## config.mk

```make
export PLATFORM = sky130hd
export DESIGN_NAME = swr_responder
export DESIGN_NICKNAME = d
export VERILOG_FILES = /design/src/rtl/swr_pkg.sv /design/src/rtl/swr_sync.sv /design/src/rtl/swr_slot_decode.sv /design/src/rtl/swr_presence.sv /design/src/rtl/swr_shifter.sv /design/src/rtl/swr_responder.sv
export SDC_FILE = /design/constraint.sdc
export NUM_CORES = 1
export LEC_CHECK = 0
export ABC_CLOCK_PERIOD_IN_PS = 3360
export BUFFER_PORTS_ARGS = -buffer_cell sky130_fd_sc_hd__buf_2
export CORE_UTILIZATION = 63
export CTS_CLUSTER_SIZE = 14
export DETAILED_ROUTE_END_ITERATION = 10
export PLACE_DENSITY = 0.82
export SLEW_MARGIN = 10
export SYNTH_ARGS = -nofsm -noshare
export SYNTH_HDL_FRONTEND = slang
export SYNTH_SLANG_ARGS = --single-unit
```

## constraint.sdc

```tcl
create_clock -name clk -period 3.36 [get_ports clk]
set_input_delay 0.504 -clock clk [delete_from_list [all_inputs] [get_ports clk]]
set_output_delay 0.504 -clock clk [all_outputs]
set_load 0.02 [all_outputs]
```

## src/rtl/swr_pkg.sv

```systemverilog
`timescale 1ns/1ps
package swr_pkg;
  typedef enum logic [1:0] {
    PR_IDLE  = 2'd0,
    PR_WAIT  = 2'd1,
    PR_DRIVE = 2'd2
  } pres_state_e;
endpackage

```

## src/rtl/swr_sync.sv

```systemverilog
`timescale 1ns/1ps
// Brings the pad level into the clock domain and flags its edges.
module swr_sync #(
  parameter int STAGES = 2
) (
  input  logic clk,
  input  logic rst_n,
  input  logic bus_in,
  output logic bus_s,
  output logic fall,
  output logic rise
);
  logic [STAGES-1:0] chain;
  logic              last_q;

  for (genvar i = 0; i < STAGES; i++) begin : g_stage
    if (i == 0) begin : g_first
      always_ff @(posedge clk or negedge rst_n)
        if (!rst_n) chain[0] <= 1'b1;
        else        chain[0] <= bus_in;
    end else begin : g_next
      always_ff @(posedge clk or negedge rst_n)
        if (!rst_n) chain[i] <= 1'b1;
        else        chain[i] <= chain[i-1];
    end
  end

  always_ff @(posedge clk or negedge rst_n)
    if (!rst_n) last_q <= 1'b1;
    else        last_q <= chain[STAGES-1];

  assign bus_s = chain[STAGES-1];
  assign fall  = last_q & ~bus_s;
  assign rise  = ~last_q & bus_s;
endmodule

```

## src/rtl/swr_slot_decode.sv

```systemverilog
`timescale 1ns/1ps
// Times master low pulses: samples each slot, and recognizes a reset on release.
module swr_slot_decode #(
  parameter int RST_MIN_US = 480,
  parameter int SAMPLE_US  = 30
) (
  input  logic clk,
  input  logic rst_n,
  input  logic tick,
  input  logic bus_s,
  input  logic fall,
  input  logic rise,
  input  logic listen,
  output logic bit_vld,
  output logic bit_val,
  output logic rst_det
);
  localparam int LO_W = $clog2(RST_MIN_US + 1);
  localparam int SL_W = $clog2(SAMPLE_US + 1);
  localparam logic [LO_W-1:0] LO_MAX  = LO_W'(RST_MIN_US);
  localparam logic [SL_W-1:0] SL_LAST = SL_W'(SAMPLE_US - 1);

  logic            in_slot, samp_pend, zero_pend;
  logic [LO_W-1:0] lo_cnt;
  logic [SL_W-1:0] sl_cnt;

  always_ff @(posedge clk or negedge rst_n) begin
    if (!rst_n) begin
      in_slot   <= 1'b0;
      samp_pend <= 1'b0;
      zero_pend <= 1'b0;
      lo_cnt    <= '0;
      sl_cnt    <= '0;
      bit_vld   <= 1'b0;
      bit_val   <= 1'b0;
      rst_det   <= 1'b0;
    end else begin
      bit_vld <= 1'b0;
      rst_det <= 1'b0;
      if (fall && listen) begin
        in_slot   <= 1'b1;
        samp_pend <= 1'b1;
        zero_pend <= 1'b0;
        lo_cnt    <= '0;
        sl_cnt    <= '0;
      end else begin
        if (tick && in_slot && !bus_s && lo_cnt != LO_MAX)
          lo_cnt <= lo_cnt + 1'b1;
        if (tick && samp_pend) begin
          if (sl_cnt == SL_LAST) begin
            samp_pend <= 1'b0;
            if (bus_s) begin
              bit_vld <= 1'b1;
              bit_val <= 1'b1;
            end else begin
              zero_pend <= 1'b1;
            end
          end else begin
            sl_cnt <= sl_cnt + 1'b1;
          end
        end
        if (rise && in_slot) begin
          in_slot <= 1'b0;
          if (lo_cnt == LO_MAX) begin
            rst_det   <= 1'b1;
            zero_pend <= 1'b0;
            samp_pend <= 1'b0;
          end else if (zero_pend) begin
            bit_vld   <= 1'b1;
            bit_val   <= 1'b0;
            zero_pend <= 1'b0;
          end
        end
      end
    end
  end
endmodule

```

## src/rtl/swr_presence.sv

```systemverilog
`timescale 1ns/1ps
// Waits a fixed delay after a reset, then holds the bus low for a fixed width.
module swr_presence
  import swr_pkg::*;
#(
  parameter int PRES_DELAY_US = 30,
  parameter int PRES_WIDTH_US = 120
) (
  input  logic clk,
  input  logic rst_n,
  input  logic tick,
  input  logic rst_det,
  output logic drive_low,
  output logic idle
);
  localparam int PMAX = (PRES_DELAY_US > PRES_WIDTH_US) ? PRES_DELAY_US : PRES_WIDTH_US;
  localparam int PC_W = $clog2(PMAX + 1);
  localparam logic [PC_W-1:0] D_LAST = PC_W'(PRES_DELAY_US - 1);
  localparam logic [PC_W-1:0] W_LAST = PC_W'(PRES_WIDTH_US - 1);

  pres_state_e     state;
  logic [PC_W-1:0] cnt;

  always_ff @(posedge clk or negedge rst_n) begin
    if (!rst_n) begin
      state <= PR_IDLE;
      cnt   <= '0;
    end else begin
      case (state)
        PR_IDLE: if (rst_det) begin
          state <= PR_WAIT;
          cnt   <= '0;
        end
        PR_WAIT: if (tick) begin
          if (cnt == D_LAST) begin
            state <= PR_DRIVE;
            cnt   <= '0;
          end else begin
            cnt <= cnt + 1'b1;
          end
        end
        PR_DRIVE: if (tick) begin
          if (cnt == W_LAST) begin
            state <= PR_IDLE;
            cnt   <= '0;
          end else begin
            cnt <= cnt + 1'b1;
          end
        end
        default: state <= PR_IDLE;
      endcase
    end
  end

  assign drive_low = (state == PR_DRIVE);
  assign idle      = (state == PR_IDLE);
endmodule

```

## src/rtl/swr_shifter.sv

```systemverilog
`timescale 1ns/1ps
// Packs bits first-in-lowest and offers each finished word on valid/ready.
module swr_shifter #(
  parameter int DATA_W = 8
) (
  input  logic              clk,
  input  logic              rst_n,
  input  logic              clr,
  input  logic              bit_vld,
  input  logic              bit_val,
  input  logic              out_ready,
  output logic              out_valid,
  output logic [DATA_W-1:0] out_data
);
  localparam int CNT_W = $clog2(DATA_W);
  localparam logic [CNT_W-1:0] LAST = CNT_W'(DATA_W - 1);

  logic [CNT_W-1:0]  bit_cnt;
  logic [DATA_W-2:0] sr;
  logic              word_done;

  assign word_done = bit_vld && !clr && (bit_cnt == LAST);

  always_ff @(posedge clk or negedge rst_n) begin
    if (!rst_n) begin
      bit_cnt <= '0;
      sr      <= '0;
    end else if (clr) begin
      bit_cnt <= '0;
    end else if (bit_vld) begin
      sr      <= {bit_val, sr[DATA_W-2:1]};
      bit_cnt <= (bit_cnt == LAST) ? '0 : bit_cnt + 1'b1;
    end
  end

  always_ff @(posedge clk or negedge rst_n) begin
    if (!rst_n) begin
      out_valid <= 1'b0;
      out_data  <= '0;
    end else if (word_done) begin
      out_valid <= 1'b1;
      out_data  <= {bit_val, sr};
    end else if (out_valid && out_ready) begin
      out_valid <= 1'b0;
    end
  end
endmodule

```

## src/rtl/swr_responder.sv

```systemverilog
`timescale 1ns/1ps
module swr_responder #(
  parameter int DATA_W        = 8,
  parameter int SYNC_STAGES   = 2,
  parameter int RST_MIN_US    = 480,
  parameter int SAMPLE_US     = 30,
  parameter int PRES_DELAY_US = 30,
  parameter int PRES_WIDTH_US = 120
) (
  input  logic              clk,
  input  logic              rst_n,
  input  logic              tick_us,
  input  logic              bus_in,
  output logic              drive_low,
  output logic              reset_seen,
  output logic              out_valid,
  input  logic              out_ready,
  output logic [DATA_W-1:0] out_data
);
  logic bus_s, fall, rise, listen;
  logic bit_vld, bit_val, rst_det;

  swr_sync #(.STAGES(SYNC_STAGES)) u_sync (
    .clk(clk), .rst_n(rst_n), .bus_in(bus_in),
    .bus_s(bus_s), .fall(fall), .rise(rise)
  );

  swr_slot_decode #(.RST_MIN_US(RST_MIN_US), .SAMPLE_US(SAMPLE_US)) u_slot (
    .clk(clk), .rst_n(rst_n), .tick(tick_us), .bus_s(bus_s),
    .fall(fall), .rise(rise), .listen(listen),
    .bit_vld(bit_vld), .bit_val(bit_val), .rst_det(rst_det)
  );

  swr_presence #(.PRES_DELAY_US(PRES_DELAY_US), .PRES_WIDTH_US(PRES_WIDTH_US)) u_pres (
    .clk(clk), .rst_n(rst_n), .tick(tick_us), .rst_det(rst_det),
    .drive_low(drive_low), .idle(listen)
  );

  swr_shifter #(.DATA_W(DATA_W)) u_shift (
    .clk(clk), .rst_n(rst_n), .clr(rst_det), .bit_vld(bit_vld),
    .bit_val(bit_val), .out_ready(out_ready),
    .out_valid(out_valid), .out_data(out_data)
  );

  assign reset_seen = rst_det;
endmodule

```

* Yosys cells after proc, flatten, opt, wreduce, memory -nomap -nowiden
Cells that the tools add are included.
** Operators by class
- Multipliers :: 0
- Reduce and logical (&&, ||, !) cells :: 22
- Add/sub/neg operators :: 4
- $lt $le $gt $ge :: 0
- Equality and inequality tests :: 14
- Bitwise operators :: 5
- Shift operators :: 0
- Muxes and demuxes :: 52
- Div/mod/pow operators :: 0
** Operators by type and width (count)
- 7-bit 2-to-1 mux :: 5
- 1-bit 2-to-1 mux :: 32
- 7-bit one-hot mux with 3 select lines :: 1
- 9-bit 2-to-1 mux :: 2
- 5-bit 2-to-1 mux :: 3
- 2-bit 2-to-1 mux :: 5
- 2-bit nonzero test :: 5
- 9-bit by 1-bit adder with 9-bit output (second input constant) :: 1
- 9-bit == test (second input constant) :: 1
- 1-bit logical AND :: 9
- 3-bit 2-to-1 mux :: 3
- 9-bit inequality test (second input constant) :: 1
- 7-bit by 1-bit adder with 7-bit output (second input constant) :: 1
- 7-bit by 5-bit == test with 1-bit output (second input constant) :: 1
- 7-bit == test (second input constant) :: 1
- 2-bit by 1-bit inequality test with 1-bit output (second input constant) :: 3
- 2-bit inequality test (second input constant) :: 3
- 2-bit one-hot mux with 3 select lines :: 1
- 5-bit by 1-bit adder with 5-bit output (second input constant) :: 1
- 5-bit == test (second input constant) :: 1
- 5-bit AND reduction :: 1
- 2-bit AND reduction :: 2
- 4-bit AND reduction :: 1
- 3-bit by 1-bit adder with 3-bit output (second input constant) :: 1
- other kinds (8) :: 12
** Word-level totals
- Latch bits :: 0
- Memory bits (read-only) :: 0
- Input bits :: 5
- Logic and storage cells :: 114
- Output and inout bits :: 11
- Register bits after elaboration :: 51
- Memories :: 0
- Bits in writable memories :: 0

* Logic depth before layout (Yosys ltp)
Gate-level depths: netlist of run 1.
- Depth in word-level cells :: 7
- Gate-level depth with buffers :: 7
- Gate-level depth less buffers :: 6

* Modules after synthesis
From an unflattened synthesis of run 1, not the netlist that was laid out.
** Unflattened totals
- Cells, all modules :: 239
- Area, all modules :: 2683.8 sq um
** Modules (own cells, without submodules)
- swr_slot_decode :: area each 1088.5 sq um, cells each 114, seq. area each 500.5 sq um, times used 1
- swr_shifter :: area each 817.0 sq um, cells each 50, seq. area each 475.5 sq um, times used 1
- swr_presence :: area each 684.4 sq um, cells each 70, seq. area each 225.2 sq um, times used 1
- swr_sync :: area each 93.8 sq um, cells each 5, seq. area each 78.8 sq um, times used 1

* Worst setup path after synthesis of run 1
OpenSTA, ideal clock, no wires.
- Path type :: reg-to-reg
- From :: reg u_pres.state[0]
- To :: reg u_pres.cnt[5]
- Slack :: 1345 ps
- Arrival time :: 1934 ps
- Buffers on the path :: 1
- Setup time :: 81 ps
- Period minus slack after synthesis :: 2015 ps
- Stages on the path, launching flop included :: 8
- Required time :: 3279 ps
- Cell sequence :: dfrtp_1 > inv_1 > ha_1 > o21ba_1 > or3_1 > buf_6 > or3_1 > o211ai_2
** On the way
- Longest elaborated chain between the ends :: 3
- Elaborated cells on any way between the ends :: 9
- Those cells by class :: eq/ne (5); mux (1); reduce/logical (3)
** Ends and longest elaborated chain
- from (decl) :: RTL line swr_presence.sv:21 : pres_state_e state;
- from (signal assigned) :: RTL line swr_presence.sv:26 : state <= PR_IDLE;
- from (signal assigned) :: RTL line swr_presence.sv:31 : state <= PR_WAIT;
- from (signal assigned) :: RTL line swr_presence.sv:36 : state <= PR_DRIVE;
- 2-bit == test *
- named net drive_low :: RTL line swr_responder.sv:14 : output logic drive_low,
- 2-bit inequality test (no line) / 3-bit nonzero test (equally long branches)
- 4-bit AND reduction (no line)
- to (signal assigned) :: RTL line swr_presence.sv:39 : cnt <= cnt + 1'b1;
- to (signal assigned) :: RTL line swr_presence.sv:47 : cnt <= cnt + 1'b1;
- to (decl) :: RTL line swr_presence.sv:22 : logic [PC_W-1:0] cnt;
The timed path passes the listed nets; every way through them passes the cells marked *.
A chain may end at the register's enable or synchronous reset.

* Final worst setup path of run 1
- From :: reg u_pres.state[0]
- To :: reg u_pres.cnt[5]
** On the way
- Longest elaborated chain between the ends :: 3
- Elaborated cells on any way between the ends :: 9
- Those cells by class :: eq/ne (5); mux (1); reduce/logical (3)
** Ends and longest elaborated chain
- 2-bit by 1-bit == test with 1-bit output (tied with other cells) :: RTL line swr_presence.sv:29 : case (state)
- 2-bit inequality test (no line) / 3-bit nonzero test (equally long branches)
- 4-bit AND reduction (no line)
Several ways; a longest one is shown, not always the timed one.

==> qor.txt, run 1 <==
Status - finished, final reports clean
Clk_skew - 9.89 ps
DP Cell Count - 289
Sw Ratio - 0.351
CP max-delay cell - or3_1
DRC viols - 0
GR Layer Usage met3 - 0.0440
WS Path Type - flop to flop
Fmax - 479 MHz
DR iter-0 viols - 58
Area delta synth->final - 8.40%
Setup ws final - 1270 ps
GR Util met2 - 0.371
I/O Buffers - 15
Worst-path maximum fanout - 9
Worst slew pin tran - 1000 ps
Root buf cell - clkbuf_8
Flop pwr share - 0.488
Fin crit period - 2090 ps
Maximum root-to-sink buffer count - 2
Hold Slack - 297 ps
Crit path buf inv count - 1
Post-synth EDFFs - 0
Slew headroom - 0.329
Setup TNS - 0 ps
Clk_lat worst skew - 300 ps
CP arrival - 2320 ps
Max_cap viols - 0
Combinational share of power - 0.290
Switch Pwr - 576 uW
Via count - 1728
Global-route total usage across every layer - 0.226
Clock share of power - 0.223
Synthesized cell area - 2500 um^2
GRT Max-Usage Layer - met2
Dominant cell type by area after synthesis - dfrtp_1
Initial Util - 0.668
Post-route ant nets - 0
Fin. Hold Viols - 0
CTS buffer count - 5
Syn avg cell area - 10.8 um^2
CP max stage delay - 480 ps
Count leader, synth - dfrtp_1
Synth unique cells - 44
Core box area - 3740 um^2
CTS Hold Bufs - 0
Post-CTS setup buffer count - 0
Fin nets - 266
WP data required - 3590 ps
Cell breakdown of the critical path - inv_1, ha_1, o21ba_1, or3_1, or3_1, o211ai_2
Final period utilization - 0.622
Initial antenna violation count - 0
P_leak - 1.30 nW
Post-CTS sizing - 0
Ports - 16
CTS sink count - 51
Gr ovfl total - 0
Final setup vio count - 0
Syn_nets - 249
Pre-CTS WS - 1290 ps
Startpoint Class - flop
Peak supply drop - 0.406 mV
Vias/cell - 5.82
ANT cells - 0
Synth top area share - 0.480
Utilization after layout - 0.724
Max Slew Vio Count - 0
H-Tree Depth - 2
Die X - 65.0 um
Layout cells sized above 1 - 0.197
Final Wtd Congestion - 0.872
Wire per inst - 14.3 um
Yosys reg bits - 51
Post-synthesis sequential area ratio - 0.512
Top post-synthesis cells by area - dfrtp_1, mux2_2, ha_1, dfstp_2, nor2_1
CTS tree - yes
Post-Layout Cell Count - 297
Largest net degree at the start of global routing - 42
Worst Setup End Kind - flop
Synth Warn # - 0
First-pass GRT wire length - 7220 um
Die area - 4230 um^2
Unrepaired setup endpoints after global routing - false
Routed WL - 4260 um
Power Density - 604 nW/um^2
Internal power - 1.06 mW
CP most frequent cell - or3_1
Post-Syn Instances - 231
Final HPWL DP - 3000 um
Cell Rows - 22
Largest delay share family, worst path - simple AND/OR/NAND/NOR gates
Hold WC Path Type - input pin to flop
Drt pass-1 iters - 4
Synth top cells by count - dfrtp_1, nor2_1, mux2_2, nand2_1, ha_1
Clock slew seen by the registers of the worst setup and hold paths - 90 ps
Vias in the first global route - 1640
Die height - 65.0 um
Ys async rst share - 1.00
R2R setup slack - 1270 ps
GR Layer Usage met1 - 0.294
Top FF cell, synth - dfrtp_1
==> metal layers <==
| layer | wire (um) | part of all wire |
|---|---|---|
| met1 | 2010 | 0.47 |
| met2 | 1990 | 0.47 |
| met3 | 194 | 0.046 |
| met4 | 62 | 0.015 |
| met5 | 0 | 0 |
==> power groups by stage <==
stage	combinational (mW)	sequential, mW	clock (mW)
after floorplan	0.391	0.784	0
after global placement	0.452	0.804	0
after detailed placement	0.475	0.810	0
after CTS	0.479	0.797	0.379
after global routing	0.541	0.816	0.398
final	0.474	0.799	0.365
==> stage by stage <==
stage	cell area [um^2]	power (mW)
after CTS	2710	1.66
after global routing	2710	1.76
after global placement	2610	1.26
after detailed placement	2610	1.28
final	2710	1.64
after floorplan	2500	1.18
==> cells in the final DEF (no fill, tap or decap), types with 3 or more instances in the layout <==
master	n
xor2_1	6
o2111ai_1	5
mux2_2	16
nor2_1	19
ha_1	13
xnor2_1	3
and3_1	5
dfrtp_1	48
nand3_1	10
and2_1	4
buf_2	15
a21oi_1	10
nor3_1	4
nand4_1	4
nand2_1	16
or3_1	4
dfstp_2	3
inv_1	12
mux2i_1	4
o21ai_0	10
clkbuf_8	6
==> flip-flops by register name, indices dropped and copies added, names as in the netlist <==
signal	count
u_slot.bit_val	1
u_pres.cnt	7
u_shift.bit_cnt	3
u_pres.state	2
u_slot.in_slot	1
u_sync.bus_s	1
u_slot.rst_det	1
u_slot.zero_pend	1
u_sync.last_q	1
u_slot.sl_cnt	5
u_shift.out_data	8
u_slot.samp_pend	1
u_slot.bit_vld	1
u_sync.chain	1
u_shift.out_valid	1
u_slot.lo_cnt	9
u_shift.sr	7
==> area by class of cell <==
| cell class | instances | area (um^2) |
|---|---|---|
| clock buffers | 6 | 82.6 |
| clock inverters | 2 | 16.3 |
| fillers | 276 | 1030 |
| inverters | 12 | 45.0 |
| multi-input cells | 162 | 1140 |
| flip-flops and latches | 51 | 1280 |
| well taps | 48 | 60.1 |
| repair buffers | 16 | 82.6 |
==> final timing paths <==
kind / start / end / depth (start not counted)
setup / recovery: u_pres.state[0] / u_pres.cnt[5] / 6
hold / removal: bus_in / u_sync.chain[0] / 1
setup reg to reg: u_pres.state[0] / u_pres.cnt[5] / 6
hold reg to reg: u_sync.chain[0] / u_sync.bus_s / 0
max in group asynchronous: rst_n / u_sync.chain[0] / 2
min in group asynchronous: rst_n / u_shift.out_data[4] / 1
==> kinds of logic after synthesis <==
logic type	count (synthesis)	share of synthesized area
xor gates and xnor gates	9	0.0315
buffers and inverters	18	0.0305
and+or+nand+nor	81	0.168
AOI/OAI and AO/OA	38	0.101
DFF	51	0.512
adders and majority gates	13	0.0650
muxes	21	0.0925
No activity file was read; power rests on OpenSTA's default activity.
==> run 2: changes to the inputs <==
ABC_AREA = 1   (was not set)
ABC_CLOCK_PERIOD_IN_PS = 1700   (was 3360)
CORE_UTILIZATION = 54   (was 63)
PLACE_DENSITY = 0.75   (was 0.82)
clock period = 1.7 ns   (was 3.36 ns; I/O delays follow)
==> run 2 against run 1 <==
Effect of this change:
- critical path type unchanged
- sequential power increased by 60%
- via count increased by 15%
- clock-buffer cell count decreased by 1
- largest power group unchanged
- the run now ends with design-rule violations left
- critical endpoint is now u_pres.cnt[3]
- worst hold slack got worse by 250 ps
- first-iteration DRC count increased to 2.8 times the previous value
- non-clock buffer count increased by 6
- critical path depth increased by 3
- maximum frequency increased by 33%
- synthesized cell count increased by 36%
- sequential share of layout area decreased by 2.5 points
==> qor.txt, run 2 <==
WP data required - 1900 ps
Final setup vio count - 0
WS Path Type - flop to flop
Die height - 71.1 um
Area delta synth->final - 11.2%
Syn avg cell area - 8.21 um^2
Fin nets - 357
Core box area - 4470 um^2
Post-route ant nets - 0
Cell depth of the worst hold path - 1
Routed WL - 4320 um
Root buf cell - clkbuf_8
Largest net degree at the start of global routing - 24
Power Density - 750 nW/um^2
Cell Rows - 24
Max FFs per register - 9
Initial antenna violation count - 0
Max Slew Vio Count - 0
Die area - 5050 um^2
ANT cells - 0
H-Tree Depth - 2
Layout cells sized above 1 - 0.138
Startpoint Class - flop
Final period utilization - 0.922
Post-synthesis sequential area ratio - 0.497
Commonest non-fill, non-tap cell in the layout - nand2_1
Slew headroom - 0.745
Clk_lat worst skew - 310 ps
Worst slew pin tran - 382 ps
Synth Warn # - 0
Hold WC Path Type - input pin to flop
Yosys reg bits - 51
Worst-path maximum fanout - 10
CTS tree - yes
Global-route total usage across every layer - 0.198
Peak supply drop - 0.659 mV
Hold Slack - 44.1 ps
Design Area, Final - 2870 um^2
Post-Syn Instances - 314
Fin. Hold Viols - 0
Ports - 16
CTS buffer count - 5
Count leader, synth - nand2_1
Reg with most FFs - u_slot.lo_cnt
Fin crit period - 1570 ps
Clk_skew - 8.79 ps
DR iter-0 viols - 164
Status - finished, violations left
Maximum root-to-sink buffer count - 2
Area after DPL - 2760 um^2
Cells on worst reg2reg path - 9
Commonest non-fill, non-tap cells in the layout - nand2_1, dfrtp_1, inv_1, nor2_1, nand3_1
First-pass GRT wire length - 7880 um
Setup TNS - 0 ps
Top flop regs - u_slot.lo_cnt (9), u_shift.out_data (8)
Die X - 71.1 um
Final Wtd Congestion - 0.823
Max_cap viols - 0
Post-CTS setup buffer count - 0
Wire per inst - 11.0 um
Clock slew seen by the registers of the worst setup and hold paths - 100 ps
Syn_nets - 332
Synthesized cell area - 2580 um^2
Drt pass-1 iters - 8
P_leak - 1.53 nW
Fmax - 638 MHz
Failing checks - design-rule violations
DRC viols - 1
Final HPWL DP - 3220 um
Vias/cell - 5.05
Gr ovfl total - 0
Post-synth EDFFs - 0
CTS sink count - 51
Dominant cell type by area after synthesis - dfrtp_1
Via count - 1980
Synth unique cells - 29
I/O Buffers - 15
CP arrival - 1760 ps
Top post-synthesis cells by area - dfrtp_1, nand2_1, ha_1, inv_1, nand3_1
Vias in the first global route - 1896
Ys async rst share - 1.00
Worst Setup End Kind - flop
Synth top area share - 0.466
Unrepaired setup endpoints after global routing - false
Top FF cell, synth - dfrtp_1
Initial Util - 0.576
Utilization after layout - 0.640
Synth top cells by count - nand2_1, dfrtp_1, inv_1
[run 2: per-stage QoR]
stage / cells / power, mW / setup slack [ps]
4_1_cts: 392 / 2.18 / 129
3_3_place_gp: 383 / 1.45 / 226
2_1_floorplan: 314 / 1.38 / 146
6_report: 392 / 2.15 / 133
3_5_place_dp: 383 / 1.45 / 145
5_1_grt: 392 / 2.27 / 1.80
[run 2: layout make-up]
class	instances	area, um^2
clock buffer	5	68.8
sequential	51	1280
tap	52	65.1
fill	380	1610
multi-input combinational	211	1100
timing repair buffer	22	143
inverter	48	180
clock inverter	3	26.3
[run 2: routing by layer]
layer	up-vias	GRT usage	routed length, um
met5	-	0	0
met4	0	0.0511	14
met3	2	0.0470	144
met2	26	0.329	1980
met1	908	0.265	2180
li1	1044	-	-
[run 2: critical path, stage by stage, from the launching register on]
cell	delay, ps
dfrtp_1	430
inv_1	120
ha_1	230
nor2_1	60
nor2_1	160
nor2_2	60
buf_4	160
a21o_1	160
nand2_1	50
nor2_1	40
[run 2: worst paths after layout]
path / start / end / slack (ps)
min: bus_in / u_sync.chain[0] / 40
max: u_pres.state[0] / u_pres.cnt[3] / 130
max reg2reg: u_pres.state[0] / u_pres.cnt[3] / 130
min in group asynchronous: rst_n / u_pres.cnt[4] / 390
max in group asynchronous: rst_n / u_sync.chain[0] / 780
min reg2reg: u_sync.chain[0] / u_sync.bus_s / 360
[run 2: where the power goes]
group          switching, mW  internal [mW]  total (mW)
sequential            0.0332           1.25        1.28
combinational         0.0904         0.0505       0.141
clock                  0.421          0.303       0.724
total                  0.545           1.60        2.15
[run 2: repair_timing]
action	in CTS	in global routing
setup endpoints to repair	0	1
hold endpoints to repair	13	0
gates resized for setup	0	1
hold buffers	1	0
[run 2: logic make-up after synthesis]
group	share of synthesized area
compound gates	0.0626
simple gates	0.285
fa+ha+maj	0.0631
mux	0.00437
buf+inv	0.0777
flops	0.497
xor+xnor	0.0102
